File: src/rtl/srramp_pkg.sv
package srramp_pkg;
  typedef enum logic [1:0] {
    PH_GATED = 2'd0,
    PH_RAMP  = 2'd1,
    PH_HOLD  = 2'd2
  } phase_t;
endpackage

File: src/rtl/srramp_phase_fsm.sv
module srramp_phase_fsm
  import srramp_pkg::*;
(
  input  logic   clk,
  input  logic   rst_n,
  input  logic   restart,
  input  logic   ss_above_fb,
  input  logic   reached,
  output phase_t phase,
  output logic   entering
);
  phase_t phase_q, phase_d;

  assign entering = (phase_q == PH_GATED) && ss_above_fb && !restart;

  always_comb begin
    phase_d = phase_q;
    if (restart) begin
      phase_d = PH_GATED;
    end else begin
      unique case (phase_q)
        PH_GATED: if (ss_above_fb) phase_d = reached ? PH_HOLD : PH_RAMP;
        PH_RAMP:  if (reached)     phase_d = PH_HOLD;
        PH_HOLD:  phase_d = PH_HOLD;
        default:  phase_d = PH_GATED;
      endcase
    end
  end

  always_ff @(posedge clk or negedge rst_n) begin
    if (!rst_n) phase_q <= PH_GATED;
    else        phase_q <= phase_d;
  end

  assign phase = phase_q;
endmodule

File: src/rtl/srramp_step.sv
module srramp_step
  import srramp_pkg::*;
#(
  parameter int ON_W  = 10,
  parameter int START = 1,
  parameter int STEP  = 1
) (
  input  phase_t           phase,
  input  logic             entering,
  input  logic             tick,
  input  logic [ON_W-1:0]  cur,
  input  logic [ON_W-1:0]  target,
  output logic [ON_W-1:0]  next_on,
  output logic             reached
);
  localparam logic [ON_W-1:0] START_W = ON_W'(START);
  localparam logic [ON_W-1:0] STEP_W  = ON_W'(STEP);

  logic [ON_W-1:0] gap;
  assign gap = target - cur;

  always_comb begin
    next_on = '0;
    reached = 1'b0;
    if (entering) begin
      next_on = (START_W > target) ? target : START_W;
      reached = (next_on == target);
    end else begin
      unique case (phase)
        PH_RAMP: begin
          if (cur > target)              next_on = target;
          else if (tick && cur < target) next_on = (gap < STEP_W) ? target : cur + STEP_W;
          else                           next_on = cur;
          reached = (next_on == target);
        end
        PH_HOLD:  next_on = target;
        default:  next_on = '0;
      endcase
    end
  end
endmodule

File: src/rtl/srramp_top.sv
module srramp_top
  import srramp_pkg::*;
#(
  parameter int ON_W  = 10,
  parameter int START = 1,
  parameter int STEP  = 1
) (
  input  logic            clk,
  input  logic            rst_n,
  input  logic            restart,
  input  logic            ss_above_fb,
  input  logic            cycle_tick,
  input  logic [ON_W-1:0] target_on,
  output logic            pwm_en,
  output logic [ON_W-1:0] ls_on_time,
  output logic            ramp_done
);
  phase_t          phase;
  logic            entering;
  logic            reached;
  logic [ON_W-1:0] next_on;
  logic [ON_W-1:0] on_q;

  srramp_phase_fsm u_fsm (
    .clk         (clk),
    .rst_n       (rst_n),
    .restart     (restart),
    .ss_above_fb (ss_above_fb),
    .reached     (reached),
    .phase       (phase),
    .entering    (entering)
  );

  srramp_step #(.ON_W(ON_W), .START(START), .STEP(STEP)) u_step (
    .phase    (phase),
    .entering (entering),
    .tick     (cycle_tick),
    .cur      (on_q),
    .target   (target_on),
    .next_on  (next_on),
    .reached  (reached)
  );

  always_ff @(posedge clk or negedge rst_n) begin
    if (!rst_n)       on_q <= '0;
    else if (restart) on_q <= '0;
    else              on_q <= next_on;
  end

  assign pwm_en     = (phase != PH_GATED);
  assign ramp_done  = (phase == PH_HOLD);
  assign ls_on_time = on_q;
endmodule

File: config.mk
export PLATFORM = sky130hd
export DESIGN_NAME = srramp_top
export DESIGN_NICKNAME = d
export VERILOG_FILES = /design/src/rtl/srramp_pkg.sv /design/src/rtl/srramp_phase_fsm.sv /design/src/rtl/srramp_step.sv /design/src/rtl/srramp_top.sv
export SDC_FILE = /design/constraint.sdc
export NUM_CORES = 1
export LEC_CHECK = 0
export BUFFER_PORTS_ARGS = -buffer_cell sky130_fd_sc_hd__clkbuf_2
export CAP_MARGIN = 20
export CORE_MARGIN = 3
export CORE_UTILIZATION = 47
export CTS_BUF_LIST = sky130_fd_sc_hd__clkbuf_2
export DETAILED_ROUTE_END_ITERATION = 16
export GPL_ROUTABILITY_DRIVEN = 0
export GPL_TIMING_DRIVEN = 0
export PLACE_DENSITY = 0.67
export SYNTH_ARGS = -nofsm -noshare
export SYNTH_HDL_FRONTEND = slang
export SYNTH_SLANG_ARGS = --single-unit
File: constraint.sdc
create_clock -name clk -period 3.45 [get_ports clk]
set_clock_uncertainty 0.15 [all_clocks]
set_input_delay 0.345 -clock clk [delete_from_list [all_inputs] [get_ports clk]]
set_output_delay 0.345 -clock clk [all_outputs]
set_load 0.02 [all_outputs]
# Yosys cells after proc, flatten, opt, wreduce, memory -nomap -nowiden
# Index checks and enable logic that the tools add are counted.
[op_classes]
add_sub_neg = 2
order_cmp = 4
n_eq_ne = 6
mux = 16
reduce_logical = 7
[ops]
columns = ["operator", "count"]
rows = [
  ["$mux 10", 8],
  ["$eq 10x10->1", 2],
  ["$pmux 10 s2", 1],
  ["$add 10x1->10 const B", 1],
  ["$gt 1x10->1 const A", 1],
  ["$gt 10x10->1", 1],
  ["$lt 10x1->1 const B", 1],
  ["$lt 10x10->1", 1],
  ["$sub 10x10->10", 1],
  ["$mux 2", 4],
  ["$pmux 2 s3", 1],
  ["$logic_and 1x1->1", 3],
  ["$ne 3x2->1 const B", 1],
  ["$ne 3x3->1 const B", 1],
  ["$eq 2x1->1 const B", 1],
  ["$eq 2x2->1 const B", 1],
  ["$logic_not 2->1", 1],
  ["$mux 1", 2],
  ["$reduce_and 2->1", 1],
  ["$reduce_bool 2->1", 1],
  ["$logic_not 1->1", 1],
]
[word_totals]
regBits = 12
output_inout_bits = 12
elab_cells = 37

# Longest topological paths before layout
# Gate-level depths: netlist of run 1.
[depth]
word_depth = 14
depth_mapped = 15
ltp_nobuf = 13

# Hierarchy
# A second synthesis of run 1 with hierarchy kept.
[unflattened]
hier_cells = 301
hier_area_um2 = 2128.3
[modules_own_cells]
columns = ["mod", "n_inst", "cells_per_inst", "area_per_inst_um2"]
rows = [
  ["srramp_step", 1, 261, 1637.8],
  ["srramp_top", 1, 22, 325.3],
  ["srramp_phase_fsm", 1, 18, 165.2],
]

# Least setup slack after synthesis of run 1
# No wires, ideal clock.
[synth_path]
path_kind = "register -> register"
from = "register on_q[0], in the netlist ls_on_time[0]"
to = "register on_q[8], in the netlist ls_on_time[8]"
arrival_ps = 3021
required_time_ps = 3168
path_slack_ps = 147
path_stages_with_launch = 15
path_cell_list = "dfrtp_1 > ha_1 > inv_1 > fa_1 > a211o_1 > a41o_1 > a311oi_1 > a21o_1 > and4_4 > buf_6 > buf_6 > mux2i_1 > o2bb2ai_1 > a22oi_1 > nor2_1"
[synth_between]
elab_chain_cells = 10
word_cells_on_any_way = 14
[synth_rtl]
columns = ["item", "line", "text"]
rows = [
  ["start: declaration", "srramp_top.sv:22", "logic [ON_W-1:0] on_q;"],
  ["start signal: assignment", "srramp_top.sv:47", "else on_q <= next_on;"],
  ["$sub 10x10->10", "srramp_step.sv:20", "assign gap = target - cur;"],
  ["$lt 10x1->1", "srramp_step.sv:32", "else if (tick && cur < target) next_on = (gap < STEP_W) ? target : cur + STEP_W;"],
  ["$mux 10 (2 in a row)", "srramp_step.sv:32", ""],
  ["$mux 10 (*)", "srramp_step.sv:31", "if (cur > target) next_on = target;"],
  ["$mux 10 (*)", "srramp_step.sv:29", "unique case (phase)"],
  ["$mux 10 (*)", "srramp_step.sv:25", "if (entering) begin"],
  ["$pmux 10 s2 (*)", "srramp_step.sv:29", ""],
  ["$mux 10 (*)", "srramp_step.sv:25", ""],
  ["$mux 10 (*)", "srramp_top.sv:46", "else if (restart) on_q <= '0;"],
]
# Every way passes the cells marked *; elsewhere a longest branch is shown, timed or not. The select of a mux whose other input is x is not followed.
# A chain may end at the register's enable or synchronous reset.

# Worst setup path in the final report of run 1
[layout_path]
from = "register on_q[0], in the netlist ls_on_time[0]"
to = "register on_q[5], in the netlist ls_on_time[5]"
# Same word-level chain as after synthesis.

==> results of run 1 <==
-- per-stage QoR --
step,TNS [ns],instances
6_report,0,386
5_1_grt,-0.00575,386
4_1_cts,0,382
3_5_place_dp,-1.24,376
3_3_place_gp,-1.06,376
2_1_floorplan,0,299
-- logic make-up after synthesis --
logic type | after synthesis
buffers and inverters | 35
and+or+nand+nor | 110
adders and majority gates | 16
muxes | 8
AOI/OAI and AO/OA | 106
DFF | 12
xor gates and xnor gates | 12
-- registers in the layout, indices dropped and copies added (netlist names) --
name	count
u_fsm.phase	2
ls_on_time	10
-- per-layer routing --
metal	GRT usage (%)	wire length (um)
met1	39.1	3220
met2	38.4	2990
met3	2.70	627
met4	7.04	92
met5	0	0
-- Yosys cell counts, drive strengths merged, types with 3 or more instances --
| cell type | number |
|---|---|
| a211oi | 6 |
| a21o | 8 |
| a21oi | 23 |
| a221oi | 3 |
| a22oi | 7 |
| a31oi | 4 |
| and3 | 4 |
| buf | 12 |
| dfrtp | 12 |
| ha | 15 |
| inv | 21 |
| mux2i | 7 |
| nand2 | 28 |
| nand2b | 7 |
| nand3 | 11 |
| nand4 | 4 |
| nor2 | 28 |
| nor3 | 7 |
| nor4 | 4 |
| o211ai | 4 |
| o21a | 3 |
| o21ai | 19 |
| o21bai | 3 |
| o31ai | 3 |
| or2 | 4 |
| or3 | 3 |
| xnor2 | 10 |
-- how the worst min path moves through the flow --
stage / to / start / cells past startpoint
after detailed placement: ls_on_time[4] / rst_n / 1
after global routing: ls_on_time[5] / target_on[5] / 3
after floorplan: ls_on_time[0] / rst_n / 0
final: ls_on_time[5] / target_on[5] / 3
after CTS: ls_on_time[5] / target_on[5] / 3
after global placement: ls_on_time[6] / rst_n / 1
-- timing repair --
item	4_1_cts	5_1_grt
hold buffers	1	0
hold endpoints to repair	12	0
gates cloned	0	0
gates resized for setup	6	24
pin swaps	1	10
setup buffers	1	4
endpoints found under the setup margin	11	12
-- cell usage in the layout, fill, tap and decap left out, types with 8 or more instances in the layout --
| cell type | n |
|---|---|
| sky130_fd_sc_hd__nand3_1 | 9 |
| sky130_fd_sc_hd__ha_1 | 14 |
| sky130_fd_sc_hd__xnor2_1 | 10 |
| sky130_fd_sc_hd__nand2_1 | 28 |
| sky130_fd_sc_hd__o21ai_1 | 8 |
| sky130_fd_sc_hd__a21oi_1 | 22 |
| sky130_fd_sc_hd__nor2_1 | 27 |
| sky130_fd_sc_hd__inv_1 | 18 |
| sky130_fd_sc_hd__o21ai_0 | 10 |
| sky130_fd_sc_hd__a21o_1 | 8 |
| sky130_fd_sc_hd__clkbuf_2 | 28 |
| sky130_fd_sc_hd__dfrtp_1 | 9 |
-- worst max-delay path, stage by stage (launching register included) --
cell and delay [ns]:
sky130_fd_sc_hd__dfrtp_2 0.46, sky130_fd_sc_hd__ha_4 0.15, sky130_fd_sc_hd__inv_1 0.05, sky130_fd_sc_hd__fa_2 0.37, sky130_fd_sc_hd__a211o_1 0.30, sky130_fd_sc_hd__a41o_1 0.30
sky130_fd_sc_hd__o22a_2 0.27, sky130_fd_sc_hd__a21o_1 0.18, sky130_fd_sc_hd__and4_4 0.20, sky130_fd_sc_hd__buf_12 0.15, sky130_fd_sc_hd__buf_12 0.14, sky130_fd_sc_hd__nand2_1 0.06
sky130_fd_sc_hd__o31ai_1 0.06, sky130_fd_sc_hd__a221o_1 0.34, sky130_fd_sc_hd__a21oi_2 0.11
-- area by class of cell --
class | count | area [um2]
Buffer | 14 | 106
Clock buffer | 3 | 15.0
Clock inverter | 1 | 3.75
Fill cell | 435 | 1850
Inverter | 21 | 78.8
Multi-Input combinational cell | 252 | 1810
Sequential cell | 12 | 304
Tap cell | 52 | 65.1
Timing Repair Buffer | 31 | 173
-- where the power goes --
| part | leakage, nW | internal, W | switching, W |
|---|---|---|---|
| clock | 0.0140 | 0.0000252 | 0.0000599 |
| sequential | 0.160 | 0.000161 | 0.0000283 |
| combinational | 0.822 | 0.000237 | 0.000384 |
==> results, run 1 <==
- The number of register bits inferred by synthesis is 12.
- The biggest area consumer among synthesized cells is sky130_fd_sc_hd__dfrtp_1.
- The number of max-slew violations in the final report was 0.
- The path type of the worst min-delay path is input pin to flip-flop.
- TritonCTS created 3 clock buffers.
- The end-of-flow core utilization is roughly 58%.
- Measured against its own limit, the worst slew margin works out to slightly above 60%.
- Power spread over the standard cell area amounts to 350 mW/mm2.
- The maximum ir drop on the vdd rail is about 0.21 mV.
- STA puts the critical path data arrival time at approximately 3.5 ns.
- The floorplan step defined a die boundary enclosing around 0.0055 mm2.
- The total placed instance area is 0.00236 mm2.
- In this run the clock root is driven by a sky130_fd_sc_hd__clkbuf_2.
- In this run the worst setup path begins at ls_on_time[0].
- The repair_antennas step left the layout with diodes totalling 0.
- The worst register-to-register path ends at ls_on_time[5].
- The leakage dissipation is ~1 nW.
- The total wire length is between 6000 and 7000 um.
- The final setup violation count is 0.
- The transition at the pin with the smallest max-transition slack is slightly below 0.6 ns.
- The effective utilization at floorplan is between 40% and 50%.
- After the first detailed-routing iteration, the DRC count stood at between 200 and 300.
- From synthesis to final layout, the design area changed by 18.0%.
- The synthesized netlist devotes under 10% of its cell area to adder and majority cells.
- At the placement stage, the worst setup path has a slack of -0.173 ns.
- Averaged over all synthesized cells, the footprint is 7.26 um2.
- The main flop type after synthesis is sky130_fd_sc_hd__dfrtp_1.
- Yosys mapped a number of flops with a built-in enable equal to 0.
- Measured against the total synthesized area, the mux share comes to roughly 3.7%.
- Of the cells placed in the final design, the portion with a size suffix greater than 1 is 23.1%.
- The initialized floorplan defines 24 standard-cell rows.
- By area, the combinational part of the netlist is dominated by compound AO/OA/AOI/OAI gates.
- The final critical path takes up between 90% and 100% of the cycle.
- The total routing resource utilization after global routing is between 20% and 30%.
- Entering global routing, the biggest net connects 13 pins.
- The synthesized netlist occupies a cell area of 0.00217 mm2.
- After layout, the design draws a total of between 0.0008 and 0.0009 W.
- The critical path capture point is ls_on_time[5].
- The floorplan step defined a core boundary enclosing 0.00441 mm2.
- The clock latency on the worst-skew pair is 0.30 ns.
- Of the synthesized area, sequential elements account for roughly 14%.
- The floorplan step set the die height to between 70 and 80 um.
- The vias per cell is 6.40.
- The data required time at the worst endpoint is roughly 3.6 ns.
- The final-stage net count is 366.
- Hold timing on the final database bottoms out at a slack of around 0.17 ns.
- In this run the register-to-register setup slack is 0.1 ns.
- The number of top-level pins is 27.
- The startpoint kind of the worst setup timing path is a flip-flop.
- In this run the critical register-to-register path is launched from ls_on_time[0].
- The area of all placed cells without fillers is 0.00256 mm2.
- The count of final hold-check violations is 0.
- The share of Yosys cell area claimed by the top area cell type is approximately 14%.
- For the finished layout, the period the worst path requires is between 3 and 4 ns.
- The initial antenna violation count came to 0.
- In the routed design, unresolved DRC markers number 0.
- The pre-antenna-repair detailed-routing pass consisted of 7 iterations.
- In this run the remaining antenna-violating nets after routing total 0.
- In this run the number of H-tree levels came out at 1.
- Of the total synthesized cell area, the portion taken by XOR and XNOR cells is a little under 5%.
- The maximum root-to-sink buffer count is 2.
- The routed via count is about 2500.
- The number of violations of the max-capacitance limit is 0.
- From left edge to right edge, the die measures ~74 um.
- CTS saw 12 sinks.
- In the synthesized netlist, the number of instances is approximately 300.
- The critical path endpoint category is a flip-flop.
- The biggest fanout along the worst timing path is 10.
- The share of synthesized flip-flops with an asynchronous set or reset is 100%.
- For this run, the number of Yosys warnings is 0.
- The CTS clock-pin slew for the worst setup and hold paths is 0.17 ns.
- The worst register-to-register path has a depth of 14.
- The via count of the first global-routing pass is about 2200.
- Summed over all layers, the global routing overflow is 0.
- After legalization and detailed placement, the total HPWL measured around 5200 um.
- The maximum operating frequency is between 200 and 300 MHz.
- TritonCTS built the clock tree.
- The setup path with the least slack is of type flip-flop to flip-flop.
- Yosys mapped the design onto 70 distinct sky130hd cell types.
- Summing the areas of all compound-gate instances in the mapped netlist gives about a third of the synthesized area.
- Input and output buffers added on the ports amount to 25.
- In the final routed layout, each cell accounts on average for approximately 18 um.
- After Yosys synthesis, and, or, nand and nor cells account for 25.8% of the synthesized area.
- Ranked by total cell area, the synthesized netlist is headed by sky130_fd_sc_hd__dfrtp_1 14%, sky130_fd_sc_hd__ha_1 8.7%, sky130_fd_sc_hd__a21oi_1 5.3%, sky130_fd_sc_hd__nand2_1 4.8%, sky130_fd_sc_hd__nor2_1 4.8%.
- The flow ran to the end, and the final reports show no timing, DRC or antenna violations.
- After layout, the worst setup slack is 0.0979 ns.
- The net count of the mapped netlist is 330.
- The first-pass GRT wire length is around 11000 um.
No activity file was read; power rests on OpenSTA's default activity.
==> run 2: changes to the inputs <==
--- a/config.mk
+++ b/config.mk
@@ -5,15 +5,17 @@
 export SDC_FILE = /design/constraint.sdc
 export NUM_CORES = 1
 export LEC_CHECK = 0
+export ABC_CLOCK_PERIOD_IN_PS = 2900
 export BUFFER_PORTS_ARGS = -buffer_cell sky130_fd_sc_hd__clkbuf_2
 export CAP_MARGIN = 20
+export CORE_ASPECT_RATIO = 1.4
 export CORE_MARGIN = 3
 export CORE_UTILIZATION = 47
 export CTS_BUF_LIST = sky130_fd_sc_hd__clkbuf_2
 export DETAILED_ROUTE_END_ITERATION = 16
 export GPL_ROUTABILITY_DRIVEN = 0
 export GPL_TIMING_DRIVEN = 0
-export PLACE_DENSITY = 0.67
+export PLACE_DENSITY = 0.69
 export SYNTH_ARGS = -nofsm -noshare
 export SYNTH_HDL_FRONTEND = slang
 export SYNTH_SLANG_ARGS = --single-unit
==> constraint.sdc (replaced) <==
create_clock -name clk -period 2.9 [get_ports clk]
set_clock_uncertainty 0.15 [all_clocks]
set_input_delay 0.29 -clock clk [delete_from_list [all_inputs] [get_ports clk]]
set_output_delay 0.29 -clock clk [all_outputs]
set_load 0.02 [all_outputs]
==> results, run 2 (same netlist as run 1, synthesis figures left out) <==
- The maximum number of pins on one net before global-route repair is 13 (unchanged).
- The area taken by multi-input logic gates was 0.00192 mm2 (+5.7%).
- The vias per cell is 6.46 (+0.90%).
- The total routed wire length on the met1 layer came to 2780 um (-14%).
- The count of standard-cell rows is 28 (+17%).
- The total iterations of the first detailed-routing run is 6 (-1).
- The endpoint of the most critical register-to-register path is ls_on_time[8].
- The number of max-slew violations in the final report came to 0 (unchanged).
- The biggest fanout along the worst timing path is 7 (-3).
- The number of nets still failing antenna checks after routing is 0 (unchanged).
- The maximum operating frequency was 308 MHz (+3.1%).
- The number of violations of the max-capacitance limit was 0 (unchanged).
- The headroom to the max-slew limit is 69.0% (+7.9 points).
- The total wire length is 7530 um (+8.6%).
- The startpoint kind of the worst setup timing path is a flip-flop.
- The clock sink count came to 12 (unchanged).
- The hold path startpoint is target_on[5].
- The area inside the core boundary came to 0.00434 mm2 (-1.6%).
- The path class of the tightest hold or removal check is input pin to flip-flop.
- The number of antenna diodes came to 0 (unchanged).
- The flip-flop count of the largest register after layout is 10 (unchanged).
- The reg2reg setup slack is -0.35 ns (-0.45 ns).
- The via count of the first global-routing pass is 2371 (+9.2%).
- The longest individual stage delay on the worst path is 0.42 ns (-0.04 ns).
- The kind of cell adding the most delay to the critical path is compound AO/OA/AOI/OAI gates.
- In this run the clock root is driven by a sky130_fd_sc_hd__clkbuf_2.
- Leaving out fill and tap cells, the most frequent cell in the layout is sky130_fd_sc_hd__clkbuf_2.
- In the layout the commonest cells are 29 x sky130_fd_sc_hd__clkbuf_2, 27 x sky130_fd_sc_hd__nand2_1, 27 x sky130_fd_sc_hd__nor2_1, 18 x sky130_fd_sc_hd__a21oi_1.
- The post-route fraction of the period consumed by the critical path came to 112% (+15 points).
- The met3 layer wire length in the routed design came to 499 um (-20%).
- The post-route total power came to 0.00111 W (+24%).
- The maximum root-to-sink buffer count is 2 (unchanged).
- The area occupied by registers is 310 um2 (+2.1%).
- The number of buffers added on ports is 25 (unchanged).
- The number of cells traversed by the worst register-to-register path is 14 (unchanged).
- The routed wire length on met2 is 3770 um (+26%).
- The total routing resource utilization after global routing is 25.6% (-0.16 points).
- Setup repair after global routing could not meet its margin everywhere.
- The least setup slack across all paths after layout was -0.351 ns (-0.449 ns).
- The maximum level of the CTS H-tree is 1 (unchanged).
- The leakage dissipation is 1.09 nW (+9.2%).
- The number of top-level pins is 27 (unchanged).
- The minimum clock period after layout is 3.25 ns (-0.101 ns).
- The routed via count is 2615 (+5.9%).
- The final reports fail on negative setup slack.
- The worst endpoint data arrival time is 3.25 ns (-0.20 ns).
- The initial antenna violation count is 0 (unchanged).
- The non-filler instance count after layout was 405 (+4.9%).
- The maximum ir drop on the vdd rail is 0.315 mV (+48%).
- The horizontal die dimension is 63.4 um (-14%).
- The synthesis-to-finish area growth is 30.9%.
- The CTS tree is done.
- The total congestion overflow after global routing came to 0 (unchanged).
- The data required time at the worst endpoint is 2.90 ns (-0.65 ns).
- The hold-critical path depth was 3 (unchanged).
- For this design, the slowest cell found on the critical path is sky130_fd_sc_hd__dfrtp_2.
- The hold-critical path endpoint is ls_on_time[5].
- The fraction of final layout cells sized beyond drive strength 1 came to 32.5% (+9.4 points).
- The overall die height is 86.4 um (+17%).
- The number of buffers and inverters on the critical path is 4 (+1).
- The total clock buffers created by CTS is 3 (unchanged).
- The number of placed instances, taps included is 384 (+2.1%).
- The final setup violation count was 12 (+12).
- The run finished, with violations left.
- The final-stage net count came to 377 (+3.0%).
- The DRC violation total after the first TritonRoute iteration is 302 (+7.9%).
- The filler cell count is 420 (-3.4%).
- The detailed-route wire length per cell is 18.6 um (+3.5%).
- The estimated wirelength of the detail-placed design is 5370 um (+3.2%).
- The first-pass GRT wire length came to 11100 um (+2.5%).
- The clock latency on the worst-skew pair is 0.26 ns (-0.04 ns).
- The count of final hold-check violations came to 0 (unchanged).
- The worst setup path is captured at a flip-flop.
- Traced cell by cell, the critical path runs through buf_4, inv_4, ha_4, or2_1, a41o_1, a311oi_2, a21o_1, and4_4, buf_12, buf_8, mux2i_1, o2bb2ai_1, a22oi_1, nor2_1.
- The CTS clock-pin slew for the worst setup and hold paths was 0.13 ns (-0.04 ns).
- The highest layer touched by signal routing is met4.
- The residual DRC count was 0 (unchanged).
- The effective utilization at floorplan is 49.9% (+0.79 points).
- The power density relative to cell area is 390 mW/mm2 (+11%).
- The total die area is 0.00548 mm2 (+0.21%).
- The startpoint-to-endpoint class of the critical path is flip-flop to flip-flop.
- The origin of the critical flop-to-flop path is ls_on_time[3].
- The transition at the pin with the smallest max-transition slack is 0.465 ns (-0.119 ns).
==> run 2: area by class of cell <==
cell class	instances	share of cell area, %
clock inverters	1	0.132
multi-input cells	252	67.5
well taps	60	2.64
flip-flops and latches	12	10.9
clock buffers	3	0.529
inverters	21	2.86
plain buffers	14	4.28
repair buffers	42	11.1
==> run 2: layer usage <==
metal  track usage [%]  vias up
met1              29.1     1199
met4              18.5        0
li1                  -     1215
met3             0.908       52
met5                 0        -
met2              45.3      149
==> run 2: what timing repair did <==
item / in CTS / in global routing
cloned: 2 / 0
setup buffers: 11 / 3
gates resized for setup: 18 / 37
hold buffers: 1 / 0
setup endpoints to repair: 12 / 12
pin swaps: 21 / 20
hold endpoints to repair: 12 / 0
==> run 2: worst reg2reg max path, delay by kind of cell, from the launching register on <==
family | cells | cell delay (ns)
and+or+nand+nor | 3 | 0.57
adders and majority gates | 1 | 0.22
AOI/OAI and AO/OA | 5 | 0.99
buffers and inverters | 4 | 0.56
muxes | 1 | 0.22
DFF | 1 | 0.42
==> run 2: worst max-delay path by stage <==
stage | startpoint | endpoint | slack [ns] | cells past startpoint
2_1_floorplan | ls_on_time[0] | ls_on_time[5] | -0.14 | 14
3_3_place_gp | target_on[0] | u_fsm.phase[1] | -0.51 | 14
3_5_place_dp | target_on[0] | ls_on_time[8] | -0.54 | 16
4_1_cts | ls_on_time[0] | ls_on_time[8] | -0.33 | 14
5_1_grt | ls_on_time[0] | ls_on_time[8] | -0.44 | 14
6_report | ls_on_time[3] | ls_on_time[8] | -0.35 | 14
==> run 2: stage by stage <==
step	area [um2]	setup slack [ns]	hold WS (ns)	setup TNS (ns)	util, %
4_1_cts	2670	-0.333	0.151	-3.15	61.4
2_1_floorplan	2220	-0.141	-0.156	-0.848	-
5_1_grt	2840	-0.443	0.153	-4.40	65.4
6_report	2840	-0.351	0.191	-3.30	65.4
3_5_place_dp	2420	-0.540	0.0483	-5.26	55.6
3_3_place_gp	2420	-0.507	0.0450	-5.02	55.6
==> run 2: power breakdown <==
| group | switching, W | internal (W) |
|---|---|---|
| combinational | 0.000472 | 0.000320 |
| clock | 0.0000584 | 0.0000300 |
| sequential | 0.0000330 | 0.000193 |
| total | 0.000564 | 0.000543 |
==> run 3: changes to the inputs <==
--- a/config.mk
+++ b/config.mk
@@ -6,7 +6,7 @@
 export NUM_CORES = 1
 export LEC_CHECK = 0
 export ABC_CLOCK_PERIOD_IN_PS = 2900
-export BUFFER_PORTS_ARGS = -buffer_cell sky130_fd_sc_hd__clkbuf_2
+export BUFFER_PORTS_ARGS = -buffer_cell sky130_fd_sc_hd__buf_2
 export CAP_MARGIN = 20
 export CORE_ASPECT_RATIO = 1.4
 export CORE_MARGIN = 3
==> results, run 3 (same netlist as run 1, synthesis figures left out) <==
- The flow ran to the end, but the final reports show violations.
- The checks that failed: negative setup slack.
- The path type of the worst min-delay path is input pin to flip-flop.
- The worst endpoint data arrival time is 3.24 ns (about the same).
- The residual DRC count is 0 (unchanged).
- In this run the critical register-to-register path is captured at ls_on_time[6].
- The reg2reg setup slack is -0.33 ns (+0.02 ns).
- The maximum number of pins on one net before global-route repair is 13 (unchanged).
- The portion of total power attributed to sequential cells is 20.0% (-0.4 points).
- The library cells used most frequently in the layout, excluding fill and tap cells, are 28 x sky130_fd_sc_hd__nand2_1, 28 x sky130_fd_sc_hd__buf_2, 28 x sky130_fd_sc_hd__nor2_1, 21 x sky130_fd_sc_hd__a21oi_1, 18 x sky130_fd_sc_hd__buf_4.
- The fraction of final layout cells sized beyond drive strength 1 is 28.8% (-3.6 points).
- The clock latency on the worst-skew pair is 0.27 ns (about the same).
- The maximum operating frequency is 310 MHz (+0.72%).
- The overall die height is 86.4 um (unchanged).
- The least setup slack across all paths after layout came to -0.328 ns (+0.0232 ns).
- Compared with the post-synthesis result, the final layout area differs by 28.1%.
- The routed via count is 2532 (-3.2%).
- The clock sink count is 12 (unchanged).
- The number of max-slew violations in the final report is 0 (unchanged).
- The instance count on the critical path is 13 (-1).
- The cell with the biggest individual delay on the critical path is sky130_fd_sc_hd__dfrtp_2.
- The total routing resource utilization after global routing is 26.1% (+0.57 points).
- The origin of the critical flop-to-flop path is ls_on_time[0].
- The minimum clock period after layout is 3.23 ns (-0.0232 ns).
- The number of top-level pins was 27 (unchanged).
- The count of standard-cell rows is 28 (unchanged).
- The area inside the core boundary is 0.00434 mm2 (unchanged).
- The clock share of power is 7.9% (about the same).
- The initial antenna violation count is 0 (unchanged).
- The total congestion overflow after global routing came to 0 (unchanged).
- The data required time at the worst endpoint came to 2.92 ns (+0.02 ns).
- The leakage dissipation is 1.08 nW (-0.24%).
- The post-route total power is 0.00113 W (+1.9%).
- The switching fraction of total power came to 50.1% (-0.85 points).
- The final-stage net count was 379 (+0.53%).
- The vias per cell is 6.22 (-3.6%).
- The via count of the first global-routing pass came to 2417 (+1.9%).
- The number of nets still failing antenna checks after routing was 0 (unchanged).
- The final setup violation count came to 12 (unchanged).
- The number of antenna diodes came to 0 (unchanged).
- The total wire length was 7370 um (-2.2%).
- The effective utilization at floorplan is 49.9% (unchanged).
- The biggest fanout along the worst timing path is 9 (+2).
- The count of final hold-check violations is 0 (unchanged).
- The total iterations of the first detailed-routing run is 5 (-1).
- The number of cells traversed by the worst register-to-register path is 13 (-1).
- The signal on the critical path passes through ha_4, inv_2, fa_2, a211o_1, a41o_1, o22a_1, a21o_1, and4_4, buf_8, o21ai_1, a22oi_1, or3_1, o31ai_1.
- The estimated wirelength of the detail-placed design is 5380 um (about the same).
- The number of buffers added on ports came to 25 (unchanged).
- The maximum ir drop on the vdd rail is 0.336 mV (+6.7%).
- The flip-flop count of the largest register after layout is 10 (unchanged).
- The worst setup path startpoint is ls_on_time[0].
- The total die area came to 0.00548 mm2 (unchanged).
- The setup total negative slack came to -2.95 ns (+0.342 ns).
- The total clock buffers created by CTS is 3 (unchanged).
- The power density relative to cell area is 405 mW/mm2 (+4.0%).
- The number of buffers and inverters on the critical path was 2 (-2).
- The total internal power came to 0.000563 W (+3.6%).
- The maximum root-to-sink buffer count is 2 (unchanged).
- The combinational group share of total power is 72.1% (+0.5 points).
- Following the worst setup path forward leads to its endpoint at ls_on_time[6].
- The root buffer cell is sky130_fd_sc_hd__clkbuf_2.
- The critical path is of the flip-flop to flip-flop type.
- The maximum level of the CTS H-tree is 1 (unchanged).
- The longest individual stage delay on the worst path is 0.42 ns (about the same).
- The DRC violation total after the first TritonRoute iteration is 185 (-39%).
- The number of violations of the max-capacitance limit is 0 (unchanged).
- The CTS tree is done.
- The reported net switching power came to 0.000565 W (+0.19%).
- The startpoint kind of the worst setup timing path is a flip-flop.
- The first-pass GRT wire length is 11400 um (+2.8%).
- The post-route fraction of the period consumed by the critical path came to 111% (-0.80 points).
- Setup repair after global routing could not meet its margin everywhere.
- The headroom to the max-slew limit came to 65.6% (-3.4 points).
- The filler cell count is 423 (+0.71%).
- The horizontal die dimension came to 63.4 um (unchanged).
- The transition at the pin with the smallest max-transition slack is 0.516 ns (+0.0506 ns).
- The worst setup path is captured at a flip-flop.
- In this design, the largest share of critical-path delay is due to compound AO/OA/AOI/OAI gates.
- The CTS clock-pin slew for the worst setup and hold paths is 0.13 ns (about the same).
- The detailed-route wire length per cell is 18.1 um (-2.6%).
-- run 3: cell count changes in the layout (fill, tap and decap cells not counted), moves of 3 or more --
| cell | previous run | this run |
|---|---|---|
| sky130_fd_sc_hd__a21oi_1 | 18 | 21 |
| sky130_fd_sc_hd__a21oi_2 | 5 | 2 |
| sky130_fd_sc_hd__buf_2 | 2 | 28 |
| sky130_fd_sc_hd__buf_4 | 15 | 18 |
| sky130_fd_sc_hd__buf_6 | 5 | 2 |
| sky130_fd_sc_hd__clkbuf_2 | 29 | 3 |
-- run 3: power groups by stage --
stage / registers [W] / logic (W) / clock network (W)
global route: 0.000229 / 0.000885 / 0.000100
detailed placement: 0.000231 / 0.000670 / 0
global placement: 0.000230 / 0.000666 / 0
floorplan: 0.000240 / 0.000485 / 0
finish: 0.000226 / 0.000813 / 0.0000886
CTS: 0.000227 / 0.000732 / 0.0000920
-- run 3: what timing repair did --
action	CTS	global route
setup endpoints to repair	12	12
cloned	0	1
setup buffers	11	7
gates resized for setup	16	17
endpoints found under the hold margin	12	0
hold buffers	1	0
pin swaps	15	9
-- run 3: worst min-delay path by stage --
stage / from / to / slack [ns] / cells after the start
4_1_cts: target_on[5] / ls_on_time[5] / 0.15 / 3
3_3_place_gp: rst_n / ls_on_time[8] / 0.04 / 1
5_1_grt: target_on[5] / ls_on_time[5] / 0.15 / 3
2_1_floorplan: rst_n / ls_on_time[0] / -0.16 / 0
6_report: target_on[5] / ls_on_time[5] / 0.17 / 3
3_5_place_dp: rst_n / ls_on_time[7] / 0.04 / 1
-- run 3: per-layer routing --
| metal | wire, um | track usage, % | part of all wire, % |
|---|---|---|---|
| met5 | 0 | 0 | 0 |
| met4 | 416 | 15.5 | 5.6 |
| met3 | 340 | 1.17 | 4.6 |
| met2 | 3720 | 47.5 | 50 |
| met1 | 2890 | 30.0 | 39 |
-- run 3: layout make-up --
class / count / area [um2] / area share (%)
multi-input combinational: 252 / 1870 / 67.1
tap: 60 / 75.1 / 2.70
buffer: 13 / 101 / 3.65
sequential: 12 / 309 / 11.1
clock inverter: 1 / 3.75 / 0.135
inverter: 21 / 81.3 / 2.93
clock buffer: 3 / 15.0 / 0.540
timing repair buffer: 45 / 328 / 11.8
-- run 3: tightest hold or removal path, cell delays in order --
cell and delay [ns]:
sky130_fd_sc_hd__buf_2 0.14, sky130_fd_sc_hd__nand2_1 0.08, sky130_fd_sc_hd__a21oi_2 0.06
-- run 3: stage by stage --
step | cells | utilization, % | setup WS (ns) | hold slack, ns | area, um2
final | 407 | 64.0 | -0.328 | 0.175 | 2780
after global routing | 407 | 64.0 | -0.477 | 0.152 | 2780
after CTS | 399 | 60.0 | -0.329 | 0.149 | 2610
after detailed placement | 384 | 55.6 | -0.503 | 0.0387 | 2420
after global placement | 384 | 55.6 | -0.494 | 0.0353 | 2420
after floorplan | 299 | - | -0.141 | -0.156 | 2220
